[config.mk]
export PLATFORM = sky130hd
export DESIGN_NAME = hsk_port_ctrl
export DESIGN_NICKNAME = d
export VERILOG_FILES = /design/src/rtl/hsk_pkg.sv /design/src/rtl/hsk_sync.sv /design/src/rtl/hsk_edge.sv /design/src/rtl/hsk_fsm.sv /design/src/rtl/hsk_port_ctrl.sv
export SDC_FILE = /design/constraint.sdc
export NUM_CORES = 1
export LEC_CHECK = 0
export CAP_MARGIN = 10
export CORE_MARGIN = 3
export CORE_UTILIZATION = 45
export DETAILED_ROUTE_END_ITERATION = 6
export GPL_TIMING_DRIVEN = 1
export HOLD_SLACK_MARGIN = 0.1
export PLACE_DENSITY = 0.77
export SKIP_CTS_REPAIR_TIMING = 1
export SLEW_MARGIN = 20
export SYNTH_ARGS = -nofsm -noshare
export SYNTH_HDL_FRONTEND = slang
export SYNTH_SLANG_ARGS = --single-unit
[constraint.sdc]
create_clock -name clk -period 1.3 [get_ports clk]
set_clock_uncertainty 0.1 [all_clocks]
set_input_delay 0.195 -clock clk [delete_from_list [all_inputs] [get_ports clk]]
set_output_delay 0.195 -clock clk [all_outputs]
set_load 0.005 [all_outputs]
[src/rtl/hsk_pkg.sv]
package hsk_pkg;

  typedef enum logic [2:0] {
    ST_IDLE,   // at rest
    ST_PAUSE,  // demand: pause asked, waiting for grant
    ST_REQ,    // request out, waiting for acknowledge
    ST_GRAB,   // poll: acknowledge seen, pause asked, waiting for grant
    ST_DROP,   // request withdrawn, waiting for acknowledge to fall
    ST_FREE    // pause released, waiting for grant to fall
  } hsk_state_e;

  function automatic hsk_state_e fn_start(input logic poll);
    return poll ? ST_REQ : ST_PAUSE;
  endfunction

  function automatic logic fn_drive_ri(input hsk_state_e s, input logic poll);
    return (s == ST_PAUSE) || (s == ST_GRAB) || (s == ST_DROP) ||
           ((s == ST_REQ) && !poll);
  endfunction

  function automatic logic fn_drive_req(input hsk_state_e s);
    return (s == ST_REQ) || (s == ST_GRAB);
  endfunction

endpackage

[src/rtl/hsk_sync.sv]
module hsk_sync #(
  parameter int STAGES = 2
) (
  input  logic clk,
  input  logic rst_n,
  input  logic d,
  output logic q
);
  generate
    if (STAGES == 0) begin : g_bypass
      assign q = d;
    end else begin : g_chain
      logic [STAGES-1:0] chain;
      always_ff @(posedge clk or negedge rst_n) begin
        if (!rst_n) chain <= '0;
        else        chain <= {chain[STAGES-2+1-1:0], d} >> 0;
      end
      assign q = chain[STAGES-1];
    end
  endgenerate
endmodule

[src/rtl/hsk_edge.sv]
module hsk_edge (
  input  logic clk,
  input  logic rst_n,
  input  logic lvl,
  output logic flip
);
  logic lvl_q;
  always_ff @(posedge clk or negedge rst_n) begin
    if (!rst_n) lvl_q <= 1'b0;
    else        lvl_q <= lvl;
  end
  assign flip = lvl ^ lvl_q;
endmodule

[src/rtl/hsk_fsm.sv]
module hsk_fsm
  import hsk_pkg::*;
(
  input  logic clk,
  input  logic rst_n,
  input  logic flip,
  input  logic lvl,
  input  logic poll_mode,
  input  logic ack_s,
  input  logic gnt_s,
  output logic hold_req,
  output logic lnk_req,
  output logic done_tog,
  output logic err_pulse,
  output logic xfer_poll
);
  hsk_state_e st, nx;
  logic lvl_q;
  logic fin, idle_like, launch, clash, nx_poll;

  always_comb begin
    fin       = (st == ST_FREE) && !gnt_s;
    idle_like = (st == ST_IDLE) || fin;
    launch    = flip && idle_like;
    clash     = flip && !idle_like;
    nx_poll   = launch ? poll_mode : xfer_poll;
  end

  always_comb begin
    nx = st;
    case (st)
      ST_IDLE:  if (launch) nx = fn_start(poll_mode);
      ST_PAUSE: if (gnt_s)  nx = ST_REQ;
      ST_REQ:   if (ack_s)  nx = xfer_poll ? ST_GRAB : ST_DROP;
      ST_GRAB:  if (gnt_s)  nx = ST_DROP;
      ST_DROP:  if (!ack_s) nx = ST_FREE;
      ST_FREE:  if (fin)    nx = launch ? fn_start(poll_mode) : ST_IDLE;
      default:              nx = ST_IDLE;
    endcase
  end

  always_ff @(posedge clk or negedge rst_n) begin
    if (!rst_n) begin
      st        <= ST_IDLE;
      xfer_poll <= 1'b0;
      lvl_q     <= 1'b0;
      done_tog  <= 1'b0;
      err_pulse <= 1'b0;
      hold_req  <= 1'b0;
      lnk_req   <= 1'b0;
    end else begin
      st        <= nx;
      xfer_poll <= nx_poll;
      err_pulse <= clash;
      hold_req  <= fn_drive_ri(nx, nx_poll);
      lnk_req   <= fn_drive_req(nx);
      if (launch) lvl_q <= lvl;
      if (fin)    done_tog <= lvl_q;
    end
  end
endmodule

[src/rtl/hsk_port_ctrl.sv]
module hsk_port_ctrl #(
  parameter int SYNC_STAGES = 2
) (
  input  logic clk,
  input  logic rst_n,
  input  logic poll_mode,
  input  logic xfer_tog,
  output logic done_tog,
  output logic hold_req,
  input  logic hold_gnt,
  output logic lnk_req,
  input  logic lnk_ack,
  output logic err_pulse
);
  logic ack_s;
  logic gnt_s;
  logic flip;
  logic xfer_poll;

  hsk_sync #(.STAGES(SYNC_STAGES)) u_ack_sync (
    .clk(clk), .rst_n(rst_n), .d(lnk_ack), .q(ack_s)
  );

  hsk_sync #(.STAGES(SYNC_STAGES)) u_gnt_sync (
    .clk(clk), .rst_n(rst_n), .d(hold_gnt), .q(gnt_s)
  );

  hsk_edge u_edge (
    .clk(clk), .rst_n(rst_n), .lvl(xfer_tog), .flip(flip)
  );

  hsk_fsm u_fsm (
    .clk(clk), .rst_n(rst_n), .flip(flip), .lvl(xfer_tog),
    .poll_mode(poll_mode), .ack_s(ack_s), .gnt_s(gnt_s),
    .hold_req(hold_req), .lnk_req(lnk_req), .done_tog(done_tog),
    .err_pulse(err_pulse), .xfer_poll(xfer_poll)
  );
endmodule

==> results.tsv <==
metric	value	unit
status	finished with violations	
failing checks	negative setup slack	
CTS tree	built	
Final Power	1.85	mW
gr ovfl total	0	
Seq/Total Area, Yosys	0.539	
total CTS buffers	3	
hold violation count in the final report	0	
htree depth	1	
Period minus WS final	1480	ps
Worst slew margin	0.785	
first-pass GRT wire length	1.97	mm
Final setup viols	6	
EDFF count, synth	0	
vias in the first global route	445	
Syn Area/Cell	11.8	um^2
max-slew violation count	0	
Die X	44.0	um
CP Capture Type	register	
most common cell after layout, fill and taps aside	dfrtp_1	
Port Buffers	9	
Die Area	0.00193	mm^2
Worst Path Arrival	1530	ps
ant diodes	0	
worst setup margin	-178	ps
Core Area	0.00133	mm^2
Yosys warning count	0	
CTS Sinks	14	
share of layout cells above drive strength 1	0.320	
Nets	82	
number of DRC markers in iteration 0	9	
area occupied by registers	350	um^2
crit share post-route	1.14	
Initial Util	0.487	
Die Ht	44.0	um
Post-Synthesis Cells	55	
fin util	0.656	
max cap viols	0	
# rows	13	
Clock Tree Buf Depth	2	
dpl cells	85	
wire length per cell	13.8	um
clock root buffer	clkbuf_4	
placed cell area	796	um^2
total I/O pin count	10	
Worst Path Required	1350	ps
top_reg_cell synth	dfrtp_1	
clk_lat worst skew	270	ps
Placer Congestion	0.823	
Critical Path Start Type	register	
Worst Hold Margin	113	ps
Max rail drop VDD	1.30	mV
total wire length	1.24	mm
largest net degree at the start of global routing	15	
DR DRC count	0	
detailed-router iteration count before antenna repair	4	
CP max FO	6	
initial antenna violation count	0	
HPWL after DPL	940	um
Tightest Pin Transition	321	ps
Vias/cell	5.21	
Fillers	98	
Synth-to-Final Area Change	34.7	%
post-route cell area	875	um^2
Syn Nets	61	
most frequent cells in the layout	dfrtp_1 (14), buf_4 (9), clkdlybuf4s50_1 (5)	
HP Class	in2async	
Leak	0.427	nW
#FFs+latches synth	14	
Tot GR Track Use	0.143	
Synth Cell Area	649	um^2
Non-Filler Instances	90	
Distinct cells, synth	27	
Fmax	677	MHz
unrepaired setup endpoints after global routing	yes	
Detail Route Antenna Nets	0	
Vias	469	
footprint of the multi-input gates	287	um^2
critical path class	reg2reg	
Synth async-reset ratio	1.00	
Power Density	2110	mW/mm^2
Worst-path clk slew	90	ps
==> flip-flops by register name, indices dropped and copies added (netlist names) <==
name / count
u_fsm.st: 3
u_edge.lvl_q: 1
u_gnt_sync.g_chain.chain: 2
u_ack_sync.g_chain.chain: 2
u_fsm.lnk_req: 1
u_fsm.done_tog: 1
u_fsm.hold_req: 1
u_fsm.lvl_q: 1
u_fsm.err_pulse: 1
u_fsm.xfer_poll: 1
==> worst max-delay path, cell delays in order, from the launching register on <==
cell and delay, ps:
dfrtp_1 440, and3b_4 220, o211a_4 250, a311oi_4 230
a31oi_1 120
==> metal layers <==
layer,global-route usage,wire length [um],vias to the layer above
met2,0.212,595,6
met5,0,0,-
met3,0.0249,40,2
li1,-,-,234
met1,0.198,596,227
met4,0.0723,9,0
==> cell type report <==
| cell class | instances | share of cell area |
|---|---|---|
| Clock buffer | 4 | 0.0415 |
| Tap cell | 15 | 0.0215 |
| Inverter | 4 | 0.0172 |
| Multi-Input combinational cell | 35 | 0.328 |
| Timing Repair Buffer | 18 | 0.192 |
| Sequential cell | 14 | 0.401 |
==> stage by stage <==
step | TNS [ps] | worst slack [ps]
final | -465 | -178
after global routing | -908 | -250
after floorplan | -237 | -139
after global placement | -1630 | -392
after detailed placement | -1970 | -474
after CTS | -1000 | -187
==> cells by family after synthesis <==
family                    synth area share
AOI/OAI and AO/OA                    0.235
DFF                                  0.540
and+or+nand+nor                      0.123
buffers and inverters               0.0578
xor gates and xnor gates            0.0270
muxes                               0.0173
==> Yosys cell counts (all sizes together), types with 2 or more instances <==
cell	instances	area [um^2]
o21ai	5	25.0
o2111ai	2	23.8
inv	4	15.0
nor2	3	11.3
buf	2	22.5
a21oi	4	23.8
nand2	4	15.0
dfrtp	14	350
==> report_power, final <==
group	internal, mW	leakage, nW	switching, mW
Combinational	0.453	0.240	0.421
Clock	0.170	0.0210	0.132
Sequential	0.574	0.167	0.0967
Total	1.20	0.427	0.650
==> path summary, 6_finish.rpt <==
check	from	to	slack, ps	cells after the start
max	u_fsm.st[0]	u_fsm.hold_req	-180	4
min	rst_n	u_ack_sync.g_chain.chain[1]	110	2
max reg2reg	u_fsm.st[0]	u_fsm.hold_req	-180	4
min reg2reg	u_gnt_sync.g_chain.chain[0]	u_gnt_sync.g_chain.chain[1]	250	0
max in group asynchronous	rst_n	u_fsm.st[1]	820	2
min in group clk	lnk_ack	u_ack_sync.g_chain.chain[0]	250	1
Note: power is estimated with default switching activity, not from simulation.
